**src/rtl/pgwalk_pkg.sv**
```systemverilog
package pgwalk_pkg;
  localparam int ADDR_W = 32;
  localparam int VPN_W  = 20;
  localparam int PTE_P  = 0;
  localparam int PTE_WR = 1;
  localparam int PTE_US = 2;
  localparam int PTE_LG = 7;
  localparam int PTE_GL = 8;

  typedef enum logic [2:0] {
    S_IDLE, S_READ_ROOT, S_READ_LEAF, S_REFILL, S_FAULT
  } walkState_e;

  typedef struct packed {
    logic capVa;
    logic capPte;
    logic markBig;
    logic refill;
    logic leafSel;
  } walkCtl_t;
endpackage

```
**src/rtl/pgwalk_ctrl.sv**
```systemverilog
module pgwalk_ctrl
  import pgwalk_pkg::*;
(
  input  logic     clk,
  input  logic     rstN,
  input  logic     lkValid,
  input  logic     hit,
  input  logic     memRspValid,
  input  logic     rspPresent,
  input  logic     rspLarge,
  output walkCtl_t ctl,
  output logic     memReqValid,
  output logic     lkStall,
  output logic     faultValid
);
  walkState_e state, stateNext;
  logic issue;

  always_comb begin
    stateNext   = state;
    issue       = 1'b0;
    ctl         = '0;
    ctl.leafSel = (state == S_READ_LEAF);
    ctl.refill  = (state == S_REFILL);
    case (state)
      S_IDLE: if (lkValid && !hit) begin
        ctl.capVa = 1'b1;
        issue     = 1'b1;
        stateNext = S_READ_ROOT;
      end
      S_READ_ROOT: if (memRspValid) begin
        ctl.capPte = 1'b1;
        if (!rspPresent) stateNext = S_FAULT;
        else if (rspLarge) begin
          ctl.markBig = 1'b1;
          stateNext   = S_REFILL;
        end else begin
          issue     = 1'b1;
          stateNext = S_READ_LEAF;
        end
      end
      S_READ_LEAF: if (memRspValid) begin
        ctl.capPte = 1'b1;
        stateNext  = rspPresent ? S_REFILL : S_FAULT;
      end
      S_REFILL: stateNext = S_IDLE;
      S_FAULT:  stateNext = S_IDLE;
      default:  stateNext = S_IDLE;
    endcase
  end

  always_ff @(posedge clk or negedge rstN) begin
    if (!rstN) begin
      state       <= S_IDLE;
      memReqValid <= 1'b0;
    end else begin
      state       <= stateNext;
      memReqValid <= issue;
    end
  end

  assign faultValid = (state == S_FAULT);
  assign lkStall    = lkValid && !hit && !faultValid;

  // one read in flight, each request a single-cycle pulse
  a_r10_single_read: assert property (@(posedge clk) disable iff (!rstN)
    memReqValid |=> !memReqValid);
  // the fault indication lasts exactly one cycle
  a_r5_fault_pulse: assert property (@(posedge clk) disable iff (!rstN)
    faultValid |=> !faultValid);
  // stall and hit never coincide (hit comes from the datapath)
  a_r6_stall_not_hit: assert property (@(posedge clk) disable iff (!rstN)
    lkStall |-> !hit);
endmodule

```
**src/rtl/pgwalk_dpath.sv**
```systemverilog
module pgwalk_dpath
  import pgwalk_pkg::*;
#(
  parameter int ENTRIES = 8
) (
  input  logic              clk,
  input  logic              rstN,
  input  walkCtl_t          ctl,
  input  logic [ADDR_W-1:0] lkAddr,
  input  logic              rootWr,
  input  logic [ADDR_W-1:0] rootData,
  input  logic              invlValid,
  input  logic [ADDR_W-1:0] invlAddr,
  input  logic [ADDR_W-1:0] memRspData,
  output logic              hit,
  output logic [ADDR_W-1:0] lkPhys,
  output logic              lkLarge,
  output logic [2:0]        lkAttr,
  output logic [ADDR_W-1:0] vaQ,
  output logic [ADDR_W-1:0] memReqAddr,
  output logic              rspPresent,
  output logic              rspLarge
);
  localparam int IDX_W = (ENTRIES > 1) ? $clog2(ENTRIES) : 1;

  logic [VPN_W-1:0] rootBase, pteFrame;
  logic             pteGlobal, bigQ;
  logic [1:0]       pteAttr;
  logic [IDX_W-1:0] rrPtr;
  logic [ENTRIES-1:0] hitVec;
  logic [VPN_W-1:0] pfnArr [ENTRIES];
  logic [2:0]       attArr [ENTRIES];
  logic [ENTRIES-1:0] bigArr;
  logic unusedBits;

  assign unusedBits = ^{memRspData[11:9], memRspData[6:3], rootData[11:0], invlAddr[11:0]};
  assign rspPresent = memRspData[PTE_P];
  assign rspLarge   = memRspData[PTE_LG];

  always_ff @(posedge clk or negedge rstN) begin
    if (!rstN) begin
      rootBase  <= '0;
      vaQ       <= '0;
      pteFrame  <= '0;
      pteGlobal <= 1'b0;
      pteAttr   <= '0;
      bigQ      <= 1'b0;
      rrPtr     <= '0;
    end else begin
      if (rootWr) rootBase <= rootData[31:12];
      if (ctl.capVa) begin
        vaQ  <= lkAddr;
        bigQ <= 1'b0;
      end
      if (ctl.markBig) bigQ <= 1'b1;
      if (ctl.capPte) begin
        pteFrame  <= memRspData[31:12];
        pteGlobal <= memRspData[PTE_GL];
        pteAttr   <= {memRspData[PTE_US], memRspData[PTE_WR]};
      end
      if (ctl.refill)
        rrPtr <= (rrPtr == IDX_W'(ENTRIES - 1)) ? '0 : rrPtr + 1'b1;
    end
  end

  assign memReqAddr = ctl.leafSel ? {pteFrame, vaQ[21:12], 2'b00}
                                  : {rootBase, vaQ[31:22], 2'b00};

  for (genvar i = 0; i < ENTRIES; i++) begin : g_ent
    logic             vld, big, glb;
    logic [VPN_W-1:0] vpn, pfn;
    logic [1:0]       att;
    logic             mine, invlHit;

    assign mine    = ctl.refill && (rrPtr == IDX_W'(i));
    assign invlHit = vld && (big ? (vpn[19:10] == invlAddr[31:22]) : (vpn == invlAddr[31:12]));
    assign hitVec[i] = vld && (big ? (vpn[19:10] == lkAddr[31:22]) : (vpn == lkAddr[31:12]));
    assign pfnArr[i] = pfn;
    assign attArr[i] = {glb, att};
    assign bigArr[i] = big;

    always_ff @(posedge clk or negedge rstN) begin
      if (!rstN) begin
        vld <= 1'b0; big <= 1'b0; glb <= 1'b0;
        vpn <= '0;   pfn <= '0;   att <= '0;
      end else if (mine) begin
        vld <= 1'b1;
        big <= bigQ;
        glb <= pteGlobal;
        vpn <= vaQ[31:12];
        pfn <= pteFrame;
        att <= pteAttr;
      end else if ((rootWr && !glb) || (invlValid && invlHit)) begin
        vld <= 1'b0;
      end
    end

    // after a root write only global translations remain valid
    a_r7_global_survives: assert property (@(posedge clk) disable iff (!rstN)
      (rootWr && !mine) |=> (!vld || glb));
    // an address invalidate removes the covering translation
    a_r8_invl_clears: assert property (@(posedge clk) disable iff (!rstN)
      (invlValid && invlHit && !mine) |=> !vld);
  end

  always_comb begin
    hit     = |hitVec;
    lkPhys  = '0;
    lkLarge = 1'b0;
    lkAttr  = '0;
    for (int k = 0; k < ENTRIES; k++) begin
      if (hitVec[k]) begin
        lkLarge = bigArr[k];
        lkAttr  = attArr[k];
        lkPhys  = bigArr[k] ? {pfnArr[k][19:10], lkAddr[21:0]} : {pfnArr[k], lkAddr[11:0]};
      end
    end
  end

  // refills never create two translations for one address
  a_r9_onehot_hits: assert property (@(posedge clk) disable iff (!rstN)
    $onehot0(hitVec));
endmodule

```
**src/rtl/pgwalk_top.sv**
```systemverilog
module pgwalk_top
  import pgwalk_pkg::*;
#(
  parameter int ENTRIES = 8
) (
  input  logic        clk,
  input  logic        rstN,
  input  logic        lkValid,
  input  logic [31:0] lkAddr,
  output logic        lkHit,
  output logic        lkStall,
  output logic [31:0] lkPhys,
  output logic        lkLarge,
  output logic [2:0]  lkAttr,
  output logic        faultValid,
  output logic [31:0] faultAddr,
  input  logic        rootWr,
  input  logic [31:0] rootData,
  input  logic        invlValid,
  input  logic [31:0] invlAddr,
  output logic        memReqValid,
  output logic [31:0] memReqAddr,
  input  logic        memRspValid,
  input  logic [31:0] memRspData
);
  walkCtl_t ctl;
  logic hit, rspPresent, rspLarge;

  pgwalk_ctrl u_ctrl (
    .clk(clk), .rstN(rstN), .lkValid(lkValid), .hit(hit),
    .memRspValid(memRspValid), .rspPresent(rspPresent), .rspLarge(rspLarge),
    .ctl(ctl), .memReqValid(memReqValid), .lkStall(lkStall), .faultValid(faultValid)
  );

  pgwalk_dpath #(.ENTRIES(ENTRIES)) u_dpath (
    .clk(clk), .rstN(rstN), .ctl(ctl), .lkAddr(lkAddr),
    .rootWr(rootWr), .rootData(rootData), .invlValid(invlValid), .invlAddr(invlAddr),
    .memRspData(memRspData), .hit(hit), .lkPhys(lkPhys), .lkLarge(lkLarge),
    .lkAttr(lkAttr), .vaQ(faultAddr), .memReqAddr(memReqAddr),
    .rspPresent(rspPresent), .rspLarge(rspLarge)
  );

  assign lkHit = lkValid && hit;

  // nothing is requested or signalled right after reset
  a_r1_quiet_after_reset: assert property (@(posedge clk) disable iff (!rstN)
    $rose(rstN) |-> (!memReqValid && !faultValid));
endmodule

```
**config.mk**
```make
export PLATFORM = sky130hd
export DESIGN_NAME = pgwalk_top
export DESIGN_NICKNAME = d
export VERILOG_FILES = /design/src/rtl/pgwalk_pkg.sv /design/src/rtl/pgwalk_ctrl.sv /design/src/rtl/pgwalk_dpath.sv /design/src/rtl/pgwalk_top.sv
export SDC_FILE = /design/constraint.sdc
export NUM_CORES = 1
export LEC_CHECK = 0
export CAP_MARGIN = 15
export CORE_MARGIN = 2
export CORE_UTILIZATION = 59
export DETAILED_ROUTE_END_ITERATION = 12
export GPL_ROUTABILITY_DRIVEN = 0
export PLACE_DENSITY = 0.85
export SLEW_MARGIN = 20
export SYNTH_ARGS = -nofsm -noshare
export SYNTH_HDL_FRONTEND = slang
export SYNTH_SLANG_ARGS = --single-unit
```
**constraint.sdc**
```tcl
create_clock -name clk -period 9.54 [get_ports clk]
set_clock_uncertainty 0.2 [all_clocks]
set_input_delay 2.862 -clock clk [delete_from_list [all_inputs] [get_ports clk]]
set_output_delay 2.862 -clock clk [all_outputs]
set_load 0.1 [all_outputs]
```
# After elaboration in Yosys (flattened, before gate mapping)

Cells that the tools add are included.

Reduce and logical (&&, ||, !) cells: 74
$add $sub $neg: 1
Equality and inequality tests: 46
Multiplexer cells: 87

Operators with widths:

| cell                  | number |
|---|---|
| $eq A20 B20 Y1        | 16 |
| $mux W32              | 9 |
| $mux W22              | 8 |
| $eq A10 B10 Y1        | 16 |
| $mux W1               | 52 |
| $logic_and A1 B1 Y1   | 43 |
| $mux W3               | 14 |
| $reduce_bool A2 Y1    | 9 |
| $eq A3 B3 Y1 const B  | 5 |
| $eq A3 B2 Y1 const B  | 4 |
| $logic_not A1 Y1      | 10 |
| $pmux W3 S3           | 1 |
| $logic_or A1 B1 Y1    | 8 |
| $reduce_or A8 Y1      | 1 |
| $eq A3 B1 Y1 const B  | 2 |
| $logic_not A3 Y1      | 2 |
| $ne A2 B2 Y1 const B  | 2 |
| $pmux W1 S2           | 2 |
| $add A3 B1 Y3 const B | 1 |
| $reduce_and A3 Y1     | 1 |
| $mux W2               | 1 |
| $ne A2 B1 Y1 const B  | 1 |

Register bits: 443
Logic and storage cells: 265
Input bits: 134
Output and inout port bits: 104

# Depth between registers and ports, before layout

Gate-level depths: netlist (run 1).

Word-level depth: 11
Mapped depth: 12
Mapped depth without buffers: 9

# Cells and area by module

Synthesis (run 1) repeated with hierarchy kept, for this count alone.

Cell total of the unflattened synthesis: 1,937
Area total of the unflattened synthesis: 23,655.2 um^2

By module, submodules not included:

| module       | sequential area each (um^2) | times used | area each (um^2) | cells an instance |
|---|---|---|---|---|
| pgwalk_dpath | 10,985.5                    | 1          | 23,389.9         | 1,904 |
| pgwalk_ctrl  | 100.1                       | 1          | 259.0            | 32 |
| pgwalk_top   | 0.0                         | 1          | 6.3              | 1 |

# Worst setup path before layout (run 1)

OpenSTA, ideal clock, no wires.

Path type: input to output
From: input port lkAddr[20]
To: output port lkPhys[17]
Buffers on the path: 3
Required time: 6.478 ns
Arrival: 9.379 ns
Stages: 12
Path slack: -2.901 ns
Path through: buf_4 -> buf_2 -> xor2_1 -> nor4_1 -> nand4_1 -> a21boi_1 -> buf_2 -> a21oi_1 -> a21o_1 -> o21ai_0 -> a221oi_1 -> a2111oi_0

Longest elaborated chain between the ends: 11
Elaborated cells on any way between the ends: 32
Classes of those cells: eq/ne (8); mux (16); reduce/logical (8)

Ends and longest elaborated chain:

| element               | line                | text |
|---|---|---|
| start: declaration    | pgwalk_top.sv:9     | `input logic [31:0] lkAddr,` |
| $eq A20 B20 Y1        | pgwalk_dpath.sv:77  | `assign hitVec[i] = vld && (big ? (vpn[19:10] == lkAddr[31:22]) : (vpn == lkAddr[31:12]));` |
| $mux W1               | pgwalk_dpath.sv:77  |  |
| $logic_and A1 B1 Y1   | pgwalk_dpath.sv:77  |  |
| $mux W32 (7 in a row) | pgwalk_dpath.sv:112 | `if (hitVec[k]) begin` |
| $mux W32 *            | pgwalk_dpath.sv:112 |  |
| end: declaration      | pgwalk_top.sv:12    | `output logic [31:0] lkPhys,` |

Every way passes the cells marked *; elsewhere a longest branch is shown, timed or not.

# Worst setup path after layout (run 1)

From: input port lkAddr[13]
To: output port lkPhys[20]

The elaborated chain is that of the path after synthesis.

==> flow_results.xml, run 1 <==
<?xml version="1.0" encoding="UTF-8"?>
<metrics>
  <group name="critical_path">
    <metric name="critical_path.max_fanout" unit="">9</metric>
    <metric name="worstRegToRegCells" unit="">8</metric>
    <metric name="path_cells" unit="">clkdlybuf4s50_1 -&gt; xnor2_1 -&gt; nand2_1 -&gt; o31ai_1 -&gt; nand2_1 -&gt; a21o_1 -&gt; nand2b_1 -&gt; o21ai_0 -&gt; a221oi_1 -&gt; buf_4 -&gt; a2111oi_4 -&gt; buf_12</metric>
    <metric name="cp-end-kind" unit="">output pin</metric>
    <metric name="r2r_slack" unit="ns">5.28</metric>
    <metric name="cp-start-kind" unit="">primary input</metric>
    <metric name="critical_path.max_stage_delay" unit="ns">0.79</metric>
    <metric name="worstReg2RegStart" unit="">u_dpath.g_ent[5].big</metric>
    <metric name="crit_slowest_cell" unit="">sky130_fd_sc_hd__clkdlybuf4s50_1</metric>
    <metric name="critical_path_origin" unit="">lkAddr[13]</metric>
    <metric name="crit_type" unit="">in2out</metric>
    <metric name="cp_data_required_time" unit="ns">6.48</metric>
    <metric name="most_common_cell_on_crit_path" unit="">sky130_fd_sc_hd__nand2_1</metric>
    <metric name="worstPathArrival" unit="ns">6.27</metric>
  </group>
  <group name="synth">
    <metric name="postSynth.topFlopCell" unit="">sky130_fd_sc_hd__dfrtp_1</metric>
    <metric name="per_instance_average_area_after_synthesis" unit="sq um">12.1</metric>
    <metric name="post_synth_main_area_contributors" unit="">sky130_fd_sc_hd__dfrtp_1, sky130_fd_sc_hd__mux2_2, sky130_fd_sc_hd__xnor2_1</metric>
    <metric name="synth_warnings" unit="">0</metric>
    <metric name="synth.top_cell.area_share" unit="">0.477</metric>
    <metric name="synth_edf_count" unit="">0</metric>
    <metric name="synthMostInstantiatedCell" unit="">sky130_fd_sc_hd__dfrtp_1</metric>
    <metric name="syn-cell-area" unit="sq um">23200</metric>
    <metric name="synth_cell_type_count" unit="">60</metric>
    <metric name="postSynthRegisterBits" unit="">443</metric>
    <metric name="synth-seq-area-share" unit="">0.477</metric>
    <metric name="syn_inst" unit="">1917</metric>
    <metric name="asyncSetResetFlopFracSynth" unit="">1.00</metric>
    <metric name="synth_top_cell_by_area" unit="">sky130_fd_sc_hd__dfrtp_1</metric>
    <metric name="synth_cell_count_leaders" unit="">sky130_fd_sc_hd__dfrtp_1, sky130_fd_sc_hd__mux2_2, sky130_fd_sc_hd__xnor2_1, sky130_fd_sc_hd__xor2_1, sky130_fd_sc_hd__clkbuf_1</metric>
  </group>
  <group name="layout">
    <metric name="synth_to_layout_area_growth" unit="%">20.6</metric>
    <metric name="layout.core_utilization" unit="">0.724</metric>
    <metric name="final_cells" unit="">2646</metric>
    <metric name="finalNetCount" unit="">2236</metric>
    <metric name="sequential_area" unit="sq um">11100</metric>
    <metric name="fillers" unit="">2534</metric>
    <metric name="insertedDiodeCount" unit="">0</metric>
    <metric name="final_area" unit="sq um">28000</metric>
    <metric name="drive_above_1_share" unit="">0.319</metric>
    <metric name="multi_input_combinational_cell_area" unit="sq um">11500</metric>
  </group>
  <group name="global_routing">
    <metric name="number_of_antenna_violations_at_the_first_check_in_global_routing" unit="">0</metric>
    <metric name="vias_in_the_first_global_route" unit="">17700</metric>
    <metric name="grt_first_pass_wirelength" unit="microns">102000</metric>
    <metric name="pin_count_of_the_biggest_net_entering_global_routing" unit="">174</metric>
    <metric name="grt-ovfl-total" unit="">0</metric>
    <metric name="grt_usage" unit="">0.325</metric>
  </group>
  <group name="floorplanning">
    <metric name="floorplan.core_area" unit="sq um">38700</metric>
    <metric name="dieArea" unit="sq um">41000</metric>
    <metric name="die_h" unit="microns">202</metric>
    <metric name="boundaryPins" unit="">238</metric>
    <metric name="die_x" unit="microns">202</metric>
    <metric name="initial_core_util" unit="">0.600</metric>
    <metric name="rows" unit="">72</metric>
  </group>
  <group name="cts">
    <metric name="tritoncts_clock_tree" unit="">yes</metric>
    <metric name="cts_made_buffers" unit="">47</metric>
    <metric name="clk_transition_reported_paths" unit="ns">0.06</metric>
    <metric name="max-clock-path-buffers" unit="">3</metric>
    <metric name="cts_num_sinks" unit="">443</metric>
    <metric name="cts-htree-levels" unit="">2</metric>
    <metric name="clk_root_buffer_cell" unit="">sky130_fd_sc_hd__clkbuf_16</metric>
    <metric name="clock_latency" unit="ns">0.59</metric>
    <metric name="holdBufCountCts" unit="">0</metric>
    <metric name="cts_setup_buffers" unit="">0</metric>
  </group>
  <group name="sta">
    <metric name="post-route-min-period" unit="ns">9.34</metric>
    <metric name="grt_setup_unrepaired" unit="">false</metric>
    <metric name="fin_ws" unit="ns">0.204</metric>
    <metric name="setup_viol" unit="">0</metric>
    <metric name="hold_fails_final_rpt" unit="">0</metric>
    <metric name="final.setup.tns" unit="ns">0</metric>
    <metric name="worstMarginPinSlew" unit="ns">1.01</metric>
    <metric name="timing.fmax" unit="MHz">107</metric>
    <metric name="post-route-period-util" unit="">0.979</metric>
    <metric name="finalHoldWorstSlack" unit="ns">0.284</metric>
    <metric name="finalMaxSlewViolations" unit="">0</metric>
    <metric name="slew_headroom" unit="">0.325</metric>
  </group>
  <group name="route">
    <metric name="drt_drc_violations_left" unit="">0</metric>
    <metric name="via_count" unit="">16700</metric>
    <metric name="totalWireLength" unit="microns">65800</metric>
    <metric name="drt_first_iter_violations" unit="">1385</metric>
    <metric name="firstDrtPassIters" unit="">5</metric>
    <metric name="routed_wire_length_per_instance" unit="microns">24.9</metric>
    <metric name="drt-vias-per-instance" unit="">6.31</metric>
    <metric name="drtAntennaViolNets" unit="">0</metric>
  </group>
  <group name="job">
    <metric name="drv.max_cap_violation_count" unit="">0</metric>
  </group>
  <group name="min_path">
    <metric name="hold-path-cell-count" unit="">1</metric>
    <metric name="worstHoldPathType" unit="">reg2reg</metric>
    <metric name="holdCritStartpoint" unit="">u_dpath.vaQ[10]</metric>
  </group>
  <group name="power_and_ir_drop">
    <metric name="leakagePower" unit="nW">12.3</metric>
    <metric name="worst_ir_drop_vdd" unit="uV">197</metric>
    <metric name="design_power_total" unit="mW">7.99</metric>
    <metric name="powerDensity" unit="nW/um^2">285</metric>
  </group>
  <group name="outcome">
    <metric name="status" unit="">completed</metric>
  </group>
  <group name="placed_design">
    <metric name="placedCellCount" unit="">2565</metric>
    <metric name="placed_cell_area" unit="sq um">26500</metric>
    <metric name="place.detailed.hpwl" unit="microns">42300</metric>
    <metric name="pre_cts_setup_slack" unit="ns">0.286</metric>
    <metric name="placement.io_buffers" unit="">204</metric>
  </group>
</metrics>
-- state kept, by name, summed over array words and instances, names as in the netlist --
name,cells
u_ctrl.memReqValid,1
u_dpath.g_ent.big,8
u_dpath.pteFrame,20
u_dpath.g_ent.glb,8
u_dpath.g_ent.att,16
u_dpath.g_ent.pfn,160
u_dpath.rootBase,20
u_dpath.bigQ,1
u_ctrl.state,3
u_dpath.pteGlobal,1
u_dpath.pteAttr,2
u_dpath.rrPtr,3
u_dpath.g_ent.vld,8
u_dpath.g_ent.vpn,160
u_dpath.vaQ,32
-- critical path, delay by kind of cell --
| kind | cells | cell delay [ns] |
|---|---|---|
| AOI/OAI and AO/OA | 5 | 1.33 |
| buffers and inverters | 3 | 1.19 |
| and+or+nand+nor | 3 | 0.54 |
| xor gates and xnor gates | 1 | 0.35 |
-- cell usage in the layout (no fill, tap or decap), drive strengths merged, types with 10 or more instances in the layout --
| master | n |
|---|---|
| nand2 | 59 |
| nand3 | 21 |
| nor4 | 36 |
| mux2i | 46 |
| a41oi | 10 |
| a221oi | 23 |
| o21ai | 72 |
| dfrtp | 443 |
| and2 | 24 |
| a22oi | 12 |
| clkdlybuf4s50 | 165 |
| buf | 136 |
| mux2 | 469 |
| nor3 | 26 |
| nand4 | 43 |
| xor2 | 102 |
| nor2 | 13 |
| a21oi | 29 |
| inv | 16 |
| clkinv | 11 |
| xnor2 | 219 |
| a221o | 14 |
| clkbuf | 63 |
-- what timing repair did --
action | CTS | global route
hold endpoints to repair | 0 | 0
resized for setup | 0 | 1
endpoints found under the setup margin | 0 | 1
-- cell families after synthesis --
logic type	synth area share
XOR/XNOR	0.121
AO/OA/AOI/OAI	0.0597
flip-flops	0.477
multiplexers	0.247
AND/OR/NAND/NOR	0.0563
buffers and inverters	0.0355
other	0.000161
adder cells (fa/ha/maj)	0.00323
-- metal layers --
layer | part of all wire | vias up | global-route usage
met5 | 0 | - | 0
met1 | 0.40 | 8567 | 0.426
met2 | 0.47 | 772 | 0.520
met4 | 0.048 | 0 | 0.155
met3 | 0.080 | 207 | 0.0660
li1 | - | 7151 | -
-- report_power, final --
part / leakage, nW / switching (mW) / total [mW] / internal (mW)
clock network: 0.764 / 0.754 / 1.85 / 1.09
registers: 5.84 / 0.797 / 3.29 / 2.49
logic: 5.69 / 1.66 / 2.86 / 1.20
-- worst paths after layout --
path / end
max: lkPhys[20]
max reg2reg: u_dpath.vaQ[28]
max in group asynchronous: u_dpath.g_ent[5].pfn[5]
min: u_dpath.vaQ[10]
min in group asynchronous: u_dpath.vaQ[29]
min reg2reg: u_dpath.vaQ[10]
-- cell type report --
cell class | count | area share
clock buffers | 63 | 0.0466
clock inverters | 18 | 0.00808
inverters | 14 | 0.00187
multi-input cells | 1289 | 0.409
flip-flops and latches | 443 | 0.396
well taps | 518 | 0.0231
repair buffers | 301 | 0.116
Note: power is estimated with default switching activity, not from simulation.
==> run 2, diff against run 1 <==
--- a/config.mk
+++ b/config.mk
@@ -14,4 +14,5 @@
 export SLEW_MARGIN = 20
 export SYNTH_ARGS = -nofsm -noshare
 export SYNTH_HDL_FRONTEND = slang
+export SYNTH_HIERARCHICAL = 1
 export SYNTH_SLANG_ARGS = --single-unit
==> flow_results.xml, run 2 <==
<?xml version="1.0" encoding="UTF-8"?>
<metrics>
  <group name="cts">
    <metric name="cts_num_sinks" unit="">443</metric>
    <metric name="holdBufCountCts" unit="">0</metric>
    <metric name="clk_root_buffer_cell" unit="">sky130_fd_sc_hd__clkbuf_16</metric>
    <metric name="clock_latency" unit="ns">0.59</metric>
    <metric name="tritoncts_clock_tree" unit="">yes</metric>
    <metric name="clk_transition_reported_paths" unit="ns">0.06</metric>
    <metric name="cts_setup_buffers" unit="">0</metric>
    <metric name="max-clock-path-buffers" unit="">3</metric>
    <metric name="post_cts_resize_count" unit="">1</metric>
    <metric name="cts-htree-levels" unit="">2</metric>
    <metric name="cts_made_buffers" unit="">48</metric>
  </group>
  <group name="synth">
    <metric name="synth_cell_count_leaders" unit="">sky130_fd_sc_hd__mux2_2, sky130_fd_sc_hd__dfrtp_1, sky130_fd_sc_hd__xnor2_1, sky130_fd_sc_hd__xor2_1, sky130_fd_sc_hd__clkbuf_1</metric>
    <metric name="synth_warnings" unit="">6</metric>
    <metric name="asyncSetResetFlopFracSynth" unit="">1.00</metric>
    <metric name="synthMostInstantiatedCell" unit="">sky130_fd_sc_hd__mux2_2</metric>
    <metric name="synth.top_cell.area_share" unit="">0.469</metric>
    <metric name="postSynthRegisterBits" unit="">443</metric>
    <metric name="syn_inst" unit="">1937</metric>
    <metric name="synth_top_cell_by_area" unit="">sky130_fd_sc_hd__dfrtp_1</metric>
    <metric name="synth-seq-area-share" unit="">0.469</metric>
    <metric name="per_instance_average_area_after_synthesis" unit="sq um">12.2</metric>
    <metric name="synth_edf_count" unit="">0</metric>
    <metric name="syn-cell-area" unit="sq um">23700</metric>
    <metric name="synth_cell_type_count" unit="">64</metric>
    <metric name="postSynth.topFlopCell" unit="">sky130_fd_sc_hd__dfrtp_1</metric>
    <metric name="post_synth_main_area_contributors" unit="">sky130_fd_sc_hd__dfrtp_1, sky130_fd_sc_hd__mux2_2, sky130_fd_sc_hd__xnor2_1</metric>
  </group>
  <group name="min_path">
    <metric name="worstHoldPathType" unit="">reg2reg</metric>
    <metric name="hold-path-cell-count" unit="">1</metric>
    <metric name="holdCritStartpoint" unit="">u_dpath/g_ent[3].pfn[3]</metric>
  </group>
  <group name="floorplanning">
    <metric name="dieArea" unit="sq um">41700</metric>
    <metric name="rows" unit="">73</metric>
    <metric name="die_x" unit="microns">204</metric>
    <metric name="initial_core_util" unit="">0.597</metric>
    <metric name="boundaryPins" unit="">238</metric>
    <metric name="die_h" unit="microns">204</metric>
    <metric name="floorplan.core_area" unit="sq um">39600</metric>
  </group>
  <group name="layout">
    <metric name="sequential_area" unit="sq um">11100</metric>
    <metric name="fillers" unit="">2656</metric>
    <metric name="multi_input_combinational_cell_area" unit="sq um">11600</metric>
    <metric name="drive_above_1_share" unit="">0.331</metric>
    <metric name="mostFrequentLayoutCells" unit="">sky130_fd_sc_hd__mux2_2, sky130_fd_sc_hd__dfrtp_1, sky130_fd_sc_hd__xnor2_1</metric>
    <metric name="layout_commonest_cell" unit="">sky130_fd_sc_hd__mux2_2</metric>
    <metric name="finalNetCount" unit="">2227</metric>
    <metric name="insertedDiodeCount" unit="">0</metric>
    <metric name="final_area" unit="sq um">28200</metric>
    <metric name="synth_to_layout_area_growth" unit="%">19.3</metric>
    <metric name="layout_top_registers" unit="">u_dpath/g_ent.pfn: 160 flops, u_dpath/g_ent.vpn: 160 flops, u_dpath/vaQ: 32 flops</metric>
  </group>
  <group name="sta">
    <metric name="slew_headroom" unit="">0.211</metric>
    <metric name="worstMarginPinSlew" unit="ns">1.17</metric>
    <metric name="setup_viol" unit="">0</metric>
    <metric name="post-route-period-util" unit="">0.996</metric>
    <metric name="timing.fmax" unit="MHz">105</metric>
    <metric name="finalMaxSlewViolations" unit="">0</metric>
    <metric name="grt_setup_unrepaired" unit="">false</metric>
    <metric name="hold_fails_final_rpt" unit="">0</metric>
    <metric name="post-route-min-period" unit="ns">9.50</metric>
    <metric name="final.setup.tns" unit="ns">0</metric>
  </group>
  <group name="critical_path">
    <metric name="critical_path_origin" unit="">lkAddr[19]</metric>
    <metric name="crit_cells" unit="">14</metric>
    <metric name="cp-end-kind" unit="">output pin</metric>
    <metric name="crit_slowest_cell" unit="">sky130_fd_sc_hd__clkdlybuf4s50_1</metric>
    <metric name="kind_of_cell_adding_the_most_delay_to_the_critical_path" unit="">simple AND/OR/NAND/NOR gates</metric>
    <metric name="critical_path.max_stage_delay" unit="ns">0.88</metric>
    <metric name="cp_data_required_time" unit="ns">6.48</metric>
    <metric name="worstPathArrival" unit="ns">6.44</metric>
    <metric name="most_common_cell_on_crit_path" unit="">sky130_fd_sc_hd__buf_4</metric>
    <metric name="timing.critical_path.buf_inv" unit="">5</metric>
    <metric name="critical_path.max_fanout" unit="">10</metric>
    <metric name="cp-start-kind" unit="">primary input</metric>
    <metric name="worstRegToRegCells" unit="">9</metric>
    <metric name="crit_type" unit="">in2out</metric>
    <metric name="worstReg2RegStart" unit="">u_dpath/g_ent[7].big</metric>
    <metric name="path_cells" unit="">clkdlybuf4s50_1 -&gt; buf_4 -&gt; xnor2_1 -&gt; nand4_1 -&gt; nor4_1 -&gt; buf_4 -&gt; o21ai_2 -&gt; and2_1 -&gt; nand2_1 -&gt; nor3_2 -&gt; inv_1 -&gt; nand2b_1 -&gt; nor2_1 -&gt; buf_12</metric>
  </group>
  <group name="route">
    <metric name="drt_first_iter_violations" unit="">1624</metric>
    <metric name="drt-vias-per-instance" unit="">6.29</metric>
    <metric name="drtAntennaViolNets" unit="">0</metric>
    <metric name="via_count" unit="">16700</metric>
    <metric name="drt_drc_violations_left" unit="">0</metric>
    <metric name="firstDrtPassIters" unit="">5</metric>
    <metric name="totalWireLength" unit="microns">67100</metric>
    <metric name="routed_wire_length_per_instance" unit="microns">25.3</metric>
  </group>
  <group name="global_routing">
    <metric name="grt-ovfl-total" unit="">0</metric>
    <metric name="grt_use_met2" unit="">0.522</metric>
    <metric name="global_route.usage.met1" unit="">0.427</metric>
    <metric name="pin_count_of_the_biggest_net_entering_global_routing" unit="">191</metric>
    <metric name="grt_usage" unit="">0.325</metric>
    <metric name="vias_in_the_first_global_route" unit="">17800</metric>
    <metric name="global_route.peak_usage_layer" unit="">met2</metric>
    <metric name="grt_first_pass_wirelength" unit="microns">103000</metric>
    <metric name="number_of_antenna_violations_at_the_first_check_in_global_routing" unit="">0</metric>
    <metric name="met3_usage" unit="">0.0564</metric>
  </group>
  <group name="power_and_ir_drop">
    <metric name="leakagePower" unit="nW">12.2</metric>
    <metric name="powerDensity" unit="nW/um^2">287</metric>
    <metric name="worst_ir_drop_vdd" unit="uV">177</metric>
  </group>
  <group name="placed_design">
    <metric name="place.detailed.hpwl" unit="microns">43000</metric>
    <metric name="placed_cell_area" unit="sq um">26600</metric>
    <metric name="placement.io_buffers" unit="">204</metric>
  </group>
  <group name="job">
    <metric name="drv.max_cap_violation_count" unit="">0</metric>
  </group>
  <group name="outcome">
    <metric name="status" unit="">completed</metric>
  </group>
</metrics>
[run 2: area by class of cell]
type | count | share of cell area
Clock inverter | 24 | 0.00940
Timing Repair Buffer | 281 | 0.109
Sequential cell | 443 | 0.393
Multi-Input combinational cell | 1277 | 0.412
Tap cell | 525 | 0.0233
Inverter | 36 | 0.00479
Clock buffer | 64 | 0.0486
[run 2: per-stage QoR]
step,util,total power [mW],setup slack [ns],std cells,hold WS (ns)
2_1_floorplan,-,5.29,0.173,1938,0.270
3_3_place_gp,0.670,5.99,0.0491,2561,0.281
3_5_place_dp,0.670,6.14,0.0551,2561,0.285
4_1_cts,0.711,8.09,0.142,2649,0.299
5_1_grt,0.712,8.42,0.00672,2650,0.306
6_report,0.712,8.09,0.0387,2650,0.299
[run 2: worst paths after layout]
path                                           end  slack [ns]
max in group asynchronous  u_dpath/g_ent[4].pfn[8]        5.57
hold reg to reg            u_dpath/g_ent[3].pfn[3]        0.30
setup reg to reg                   u_dpath/vaQ[21]        5.77
setup / recovery                           lkStall        0.04
hold / removal             u_dpath/g_ent[3].pfn[3]        0.30
min in group asynchronous          u_dpath/vaQ[22]        2.09
[run 2: metal layers]
metal  wire [microns]  vias to the layer above
met2            32000                      788
li1                 -                     7165
met1            26500                     8501
met3             5180                      206
met4             3350                        0
met5                0                        -
[run 2: report_power, final]
part	total (mW)	switching [mW]	internal, mW
Clock	1.92	0.775	1.15
Combinational	2.84	1.64	1.20
Sequential	3.32	0.832	2.49
[run 2: worst register-to-register path, cell delays in order (launching register included)]
cell and delay [ns]:
sky130_fd_sc_hd__dfrtp_1 0.75, sky130_fd_sc_hd__o21ai_2 0.31, sky130_fd_sc_hd__and2_1 0.47, sky130_fd_sc_hd__nand2_1 0.20, sky130_fd_sc_hd__nor3_2 0.43, sky130_fd_sc_hd__inv_1 0.09, sky130_fd_sc_hd__nand2b_1 0.21, sky130_fd_sc_hd__nor4_2 0.19
sky130_fd_sc_hd__buf_4 0.40, sky130_fd_sc_hd__mux2_2 0.40
[run 2: kinds of logic (layout without fill, tap and decap cells)]
| group | count (synthesis) | after routing | share of synthesized area |
|---|---|---|---|
| flip-flops | 443 | 443 | 0.469 |
| AND/OR/NAND/NOR | 216 | 216 | 0.0505 |
| adder cells (fa/ha/maj) | 6 | 6 | 0.00317 |
| AO/OA/AOI/OAI | 214 | 214 | 0.0709 |
| buffers and inverters | 218 | 405 | 0.0435 |
| XOR/XNOR | 320 | 320 | 0.119 |
| multiplexers | 519 | 519 | 0.244 |
| other | 1 | 2 | 0.000159 |
